### src/rtl/hbd_pkg.sv
package hbd_pkg;

    localparam int N_SW = 4;
    localparam int MODE_W = 3;

    localparam int EN_RISE   = 0;
    localparam int EN_FALL   = 1;
    localparam int EN_HCLAMP = 2;
    localparam int EN_LCLAMP = 3;

    typedef enum logic [MODE_W-1:0] {
        HB_HIZ    = 3'd0,
        HB_RISE   = 3'd1,
        HB_FALL   = 3'd2,
        HB_HCLAMP = 3'd3,
        HB_LCLAMP = 3'd4
    } hb_mode_e;

    typedef struct packed {
        logic rise;
        logic fall;
        logic lclamp;
        logic hclamp;
    } hb_req_t;

    function automatic logic [N_SW-1:0] mode_to_en(hb_mode_e m);
        logic [N_SW-1:0] e;
        e = '0;
        case (m)
            HB_RISE:   e[EN_RISE]   = 1'b1;
            HB_FALL:   e[EN_FALL]   = 1'b1;
            HB_HCLAMP: e[EN_HCLAMP] = 1'b1;
            HB_LCLAMP: e[EN_LCLAMP] = 1'b1;
            default:   e = '0;
        endcase
        return e;
    endfunction

endpackage

### src/rtl/hbd_code_decoder.sv
module hbd_code_decoder
    import hbd_pkg::*;
(
    input  hb_req_t  req,
    output hb_mode_e tgt,
    output logic     illegal
);
    logic overlap;

    always_comb begin
        overlap = (req.hclamp & req.lclamp)
                | (req.rise & req.lclamp)
                | (req.fall & req.hclamp);
        illegal = overlap | (req.rise & req.fall & ~req.lclamp & ~req.hclamp);

        tgt = HB_HIZ;
        if (!illegal) begin
            if (req.hclamp)
                tgt = HB_HCLAMP;
            else if (req.lclamp)
                tgt = HB_LCLAMP;
            else if (req.rise)
                tgt = HB_RISE;
            else if (req.fall)
                tgt = HB_FALL;
        end
    end
endmodule

### src/rtl/hbd_guard.sv
module hbd_guard
    import hbd_pkg::*;
(
    input  hb_mode_e tgt_in,
    input  logic     illegal,
    input  logic     logic_ok,
    input  logic     hv_ok,
    input  logic     overtemp,
    output hb_mode_e tgt_out,
    output logic     prot
);
    always_comb begin
        prot    = illegal | ~(logic_ok & hv_ok) | overtemp;
        tgt_out = prot ? HB_HIZ : tgt_in;
    end
endmodule

### src/rtl/hbd_sequencer.sv
module hbd_sequencer
    import hbd_pkg::*;
#(
    parameter int DEAD_CYCLES = 1
) (
    input  logic            clk,
    input  logic            rst,
    input  hb_mode_e        tgt,
    input  logic            prot_in,
    output hb_mode_e        mode_q,
    output logic [N_SW-1:0] en_q,
    output logic            prot_q
);
    localparam int CW = $clog2(DEAD_CYCLES + 1);
    localparam logic [CW-1:0] RELOAD = CW'(DEAD_CYCLES - 1);

    logic [CW-1:0] dead_cnt, dead_nxt;
    hb_mode_e      mode_nxt;

    always_comb begin
        if (dead_cnt != '0) begin
            mode_nxt = HB_HIZ;
            dead_nxt = dead_cnt - 1'b1;
        end else if (mode_q != HB_HIZ && tgt != mode_q) begin
            mode_nxt = HB_HIZ;
            dead_nxt = RELOAD;
        end else begin
            mode_nxt = tgt;
            dead_nxt = '0;
        end
    end

    always_ff @(posedge clk) begin
        if (rst) begin
            mode_q   <= HB_HIZ;
            en_q     <= '0;
            prot_q   <= 1'b0;
            dead_cnt <= '0;
        end else begin
            mode_q   <= mode_nxt;
            en_q     <= mode_to_en(mode_nxt);
            prot_q   <= prot_in;
            dead_cnt <= dead_nxt;
        end
    end
endmodule

### src/rtl/hbd_fault_latch.sv
module hbd_fault_latch (
    input  logic clk,
    input  logic rst,
    input  logic set_i,
    input  logic clr_i,
    output logic flag_q
);
    always_ff @(posedge clk) begin
        if (rst)
            flag_q <= 1'b0;
        else
            flag_q <= set_i | (flag_q & ~clr_i);
    end
endmodule

### src/rtl/hb_drive_decoder.sv
module hb_drive_decoder
    import hbd_pkg::*;
#(
    parameter int DEAD_CYCLES = 1
) (
    input  logic            clk,
    input  logic            rst,
    input  logic            req_rise,
    input  logic            req_fall,
    input  logic            req_lclamp,
    input  logic            req_hclamp,
    input  logic            logic_ok,
    input  logic            hv_ok,
    input  logic            overtemp,
    input  logic            fault_clr,
    output logic [N_SW-1:0] en_o,
    output logic [MODE_W-1:0] mode_o,
    output logic            prot_o,
    output logic            fault_o
);
    hb_req_t  req;
    hb_mode_e raw_tgt, safe_tgt, mode_q;
    logic     illegal, prot;

    assign req = '{rise: req_rise, fall: req_fall, lclamp: req_lclamp, hclamp: req_hclamp};

    hbd_code_decoder u_dec (
        .req     (req),
        .tgt     (raw_tgt),
        .illegal (illegal)
    );

    hbd_guard u_guard (
        .tgt_in   (raw_tgt),
        .illegal  (illegal),
        .logic_ok (logic_ok),
        .hv_ok    (hv_ok),
        .overtemp (overtemp),
        .tgt_out  (safe_tgt),
        .prot     (prot)
    );

    hbd_sequencer #(.DEAD_CYCLES(DEAD_CYCLES)) u_seq (
        .clk     (clk),
        .rst     (rst),
        .tgt     (safe_tgt),
        .prot_in (prot),
        .mode_q  (mode_q),
        .en_q    (en_o),
        .prot_q  (prot_o)
    );

    hbd_fault_latch u_fault (
        .clk    (clk),
        .rst    (rst),
        .set_i  (illegal),
        .clr_i  (fault_clr),
        .flag_q (fault_o)
    );

    assign mode_o = mode_q;
endmodule

### config.mk
export PLATFORM = sky130hd
export DESIGN_NAME = hb_drive_decoder
export DESIGN_NICKNAME = d
export VERILOG_FILES = /design/src/rtl/hbd_pkg.sv /design/src/rtl/hbd_code_decoder.sv /design/src/rtl/hbd_guard.sv /design/src/rtl/hbd_sequencer.sv /design/src/rtl/hbd_fault_latch.sv /design/src/rtl/hb_drive_decoder.sv
export SDC_FILE = /design/constraint.sdc
export NUM_CORES = 1
export LEC_CHECK = 0
export ABC_AREA = 1
export CAP_MARGIN = 20
export CORE_AREA = 2 2 39 41
export CTS_BUF_LIST = sky130_fd_sc_hd__clkbuf_16
export CTS_CLUSTER_DIAMETER = 120
export CTS_CLUSTER_SIZE = 12
export DETAILED_ROUTE_END_ITERATION = 16
export DIE_AREA = 0 0 41 43
export GPL_ROUTABILITY_DRIVEN = 1
export PLACE_DENSITY = 0.79
export SETUP_SLACK_MARGIN = 0.2
export SLEW_MARGIN = 20
export SYNTH_ARGS = -nofsm -noshare
export SYNTH_HDL_FRONTEND = slang
export SYNTH_HIERARCHICAL = 1
export SYNTH_SLANG_ARGS = --single-unit
export TNS_END_PERCENT = 50
### constraint.sdc
create_clock -name clk -period 3.9 [get_ports clk]
set_input_delay 1.17 -clock clk [delete_from_list [all_inputs] [get_ports clk]]
set_output_delay 1.17 -clock clk [all_outputs]
set_load 0.005 [all_outputs]
==> impl_metrics.env <==
export IMPL_drv_slew=0
export IMPL_setup_worst_path_start_class="input pin"
export IMPL_wl_per_cell_um=8.53
export IMPL_syn_area_per_cell_um2=6.88
export IMPL_final_core_util=0.570
export IMPL_drt_pre_antenna_iters=4
export IMPL_portBuffers=18
export IMPL_postSynthCellCount=74
export IMPL_filler_cell_count=130
export IMPL_grtUsageTotal=0.133
export IMPL_htree_levels=1
export IMPL_detail_route_drc_violations=0
export IMPL_layout_drive_gt1_share=0.177
export IMPL_die_area_um2=1760
export IMPL_power_density_nw_per_um2=391
export IMPL_synthesis_nets=84
export IMPL_post_cts_resized=0
export IMPL_fin_crit_ps=2650
export IMPL_final_seq_area_um2=200
export IMPL_layout_cell_area_non_filler_um2=788
export IMPL_grt_overflow_total=0
export IMPL_clock_root_buffer="clkbuf_16"
export IMPL_gp_routability_congestion=0.813
export IMPL_clkPwrFrac=0.574
export IMPL_final_setup_skew_ps=2.50
export IMPL_antenna_left=0
export IMPL_insertedDiodeCount=0
export IMPL_fmaxAchievable_mhz=377
export IMPL_yosysTopAreaCell="dfxtp_1"
export IMPL_critPathArrivalTime_ps=2780
export IMPL_clock_path_buffers=2
export IMPL_pwr_share_comb=0.082
export IMPL_place_detailed_hpwl_um=762
export IMPL_nets=107
export IMPL_final_setup_viol_count=0
export IMPL_first_global_vias=397
export IMPL_critical_path_peak_fanout=6
export IMPL_hold_viol_final=0
export IMPL_setup_reg_to_reg_worst_slack_ps=2880
export IMPL_synth_cell_types=14
export IMPL_fp_dieW_um=41
export IMPL_clkSinkCount=10
export IMPL_clkLatencyLatePin_ps=230
export IMPL_peakVddDrop_v=0.000255
export IMPL_seqPwrFrac=0.344
export IMPL_synth_yosys_warnings=6
export IMPL_setup_worst_path_end_class="flop"
export IMPL_max_cap_viols=0
export IMPL_grt_first_pass_wirelength_mm=1.50
export IMPL_cts_setup_buffers=0
export IMPL_floorplan_initialDensity=0.368
export IMPL_final_setup_tns_ps=0
export IMPL_area_growth_synth_to_final_pct=54.8
export IMPL_cts_made_buffers=3
export IMPL_ioPinCount=19
export IMPL_timing_final_crit_share=0.680
export IMPL_switchingPower_uw=54.8
export IMPL_p_leak_uw=0.000388
export IMPL_tritoncts="yes"
export IMPL_crit_type="input pin to flop"
export IMPL_cts_hold_fix_buffers=0
export IMPL_grt_antenna_before_repair=0
export IMPL_synth_cell_area_um2=509
export IMPL_core_um2=1380
export IMPL_rsz0062_at_grt="false"
export IMPL_holdCritPathClass="flop to flop"
export IMPL_post_synth_top_area_fraction=0.393
export IMPL_most_common_layout_cells="18 x clkdlybuf4s50_1, 18 x nand2_1, 16 x nor2_1"
export IMPL_instances_no_fill=112
export IMPL_synthTopCellsByArea="dfxtp_1 39%, nand2_1 13%, nor2_1 12%"
export IMPL_vias=460
export IMPL_power_share_switching=0.178
export IMPL_initialDrtViolationCount=8
export IMPL_row_count=14
export IMPL_postRouteWirelength_um=955
export IMPL_sequential_share_of_the_synthesized_area=0.393
export IMPL_ys_seq_elements=10
export IMPL_numPlacedInstances=108
export IMPL_run_status="finished clean"
export IMPL_worst_ep_required_time_ps=4030
export IMPL_largest_net_degree_at_the_start_of_global_routing=7
export IMPL_dpl_instance_area_um2=709
export IMPL_multiInputGateArea_um2=245
export IMPL_die_h_um=43
export IMPL_detail_route_vias_per_cell=4.11
export IMPL_power_internal_uw=254
export IMPL_clk_pin_slew_worst_paths_ps=40
state kept, by name (all words and copies together), names as in the netlist:
| signal | cells |
|---|---|
| u_fault/flag_q | 1 |
| u_seq/dead_cnt | 1 |
| u_seq/en_q | 4 |
| u_seq/mode_q | 3 |
| u_seq/prot_q | 1 |
routing by layer:
| layer | track usage | part of all wire | wire length, µm |
|---|---|---|---|
| met3 | 0.0628 | 0.040 | 38 |
| met4 | 0.100 | 0 | 0 |
| met5 | 0 | 0 | 0 |
| met2 | 0.184 | 0.50 | 476 |
| met1 | 0.150 | 0.46 | 440 |
cell type report:
type                       instances  share of cell area
clock buffer                       3              0.0952
clock inverter                     1             0.00476
inverter                          17              0.0810
multi-input combinational         47               0.311
sequential                        10               0.254
tap                               16              0.0254
timing repair buffer              18               0.229
Yosys cell counts:
| master | instances |
|---|---|
| nand2_1 | 18 |
| nor2_1 | 16 |
| inv_1 | 14 |
| dfxtp_1 | 10 |
| inv_2 | 3 |
| nand3_2 | 3 |
| nor2_2 | 3 |
| a21oi_2 | 1 |
| conb_1 | 1 |
| nand2_2 | 1 |
| nand2_4 | 1 |
| nand3_4 | 1 |
| nor3b_2 | 1 |
| xnor2_1 | 1 |
kinds of logic (layout without fill, tap and decap cells):
family / after synthesis / after routing / share of synthesized area
xor gates and xnor gates: 1 / 1 / 0.0172
other: 1 / 1 / 0.00736
AOI/OAI and AO/OA: 1 / 1 / 0.0172
buffers and inverters: 17 / 39 / 0.125
DFF: 10 / 10 / 0.393
and+or+nand+nor: 44 / 44 / 0.440
power groups by stage:
stage | Clock (µW) | Combinational [µW] | Sequential (µW)
after floorplan | 0 | 9.89 | 108
final | 177 | 25.2 | 106
after global placement | 0 | 24.9 | 108
after global routing | 185 | 27.9 | 106
after CTS | 180 | 25.5 | 106
after detailed placement | 0 | 25.4 | 108
per-stage QoR:
stage | hold WS [ps] | total power, µW | setup WS [ps]
finish | 473 | 308 | 1250
global route | 496 | 319 | 1110
CTS | 475 | 311 | 1240
detailed placement | 457 | 133 | 1000
global placement | 461 | 132 | 1030
floorplan | 458 | 118 | 1620
worst max-delay path, cell delays in order:
cell and delay, ps:
clkdlybuf4s50_1 460, nor2_2 170, nor2_1 90, nor2_2 90, nand2_2 80, nor2_1 160, xnor2_1 150, nand3_2 100
nand2_4 120, nand2_1 70, nand2_1 90, nor2_1 40
final timing paths:
path,start,cells past startpoint,to
setup reg to reg,u_seq/mode_q[1],6,u_seq/en_q[0]
hold reg to reg,u_fault/flag_q,2,u_fault/flag_q
hold / removal,u_fault/flag_q,2,u_fault/flag_q
setup / recovery,req_hclamp,12,u_seq/en_q[0]
No activity file was read; power rests on OpenSTA's default activity.
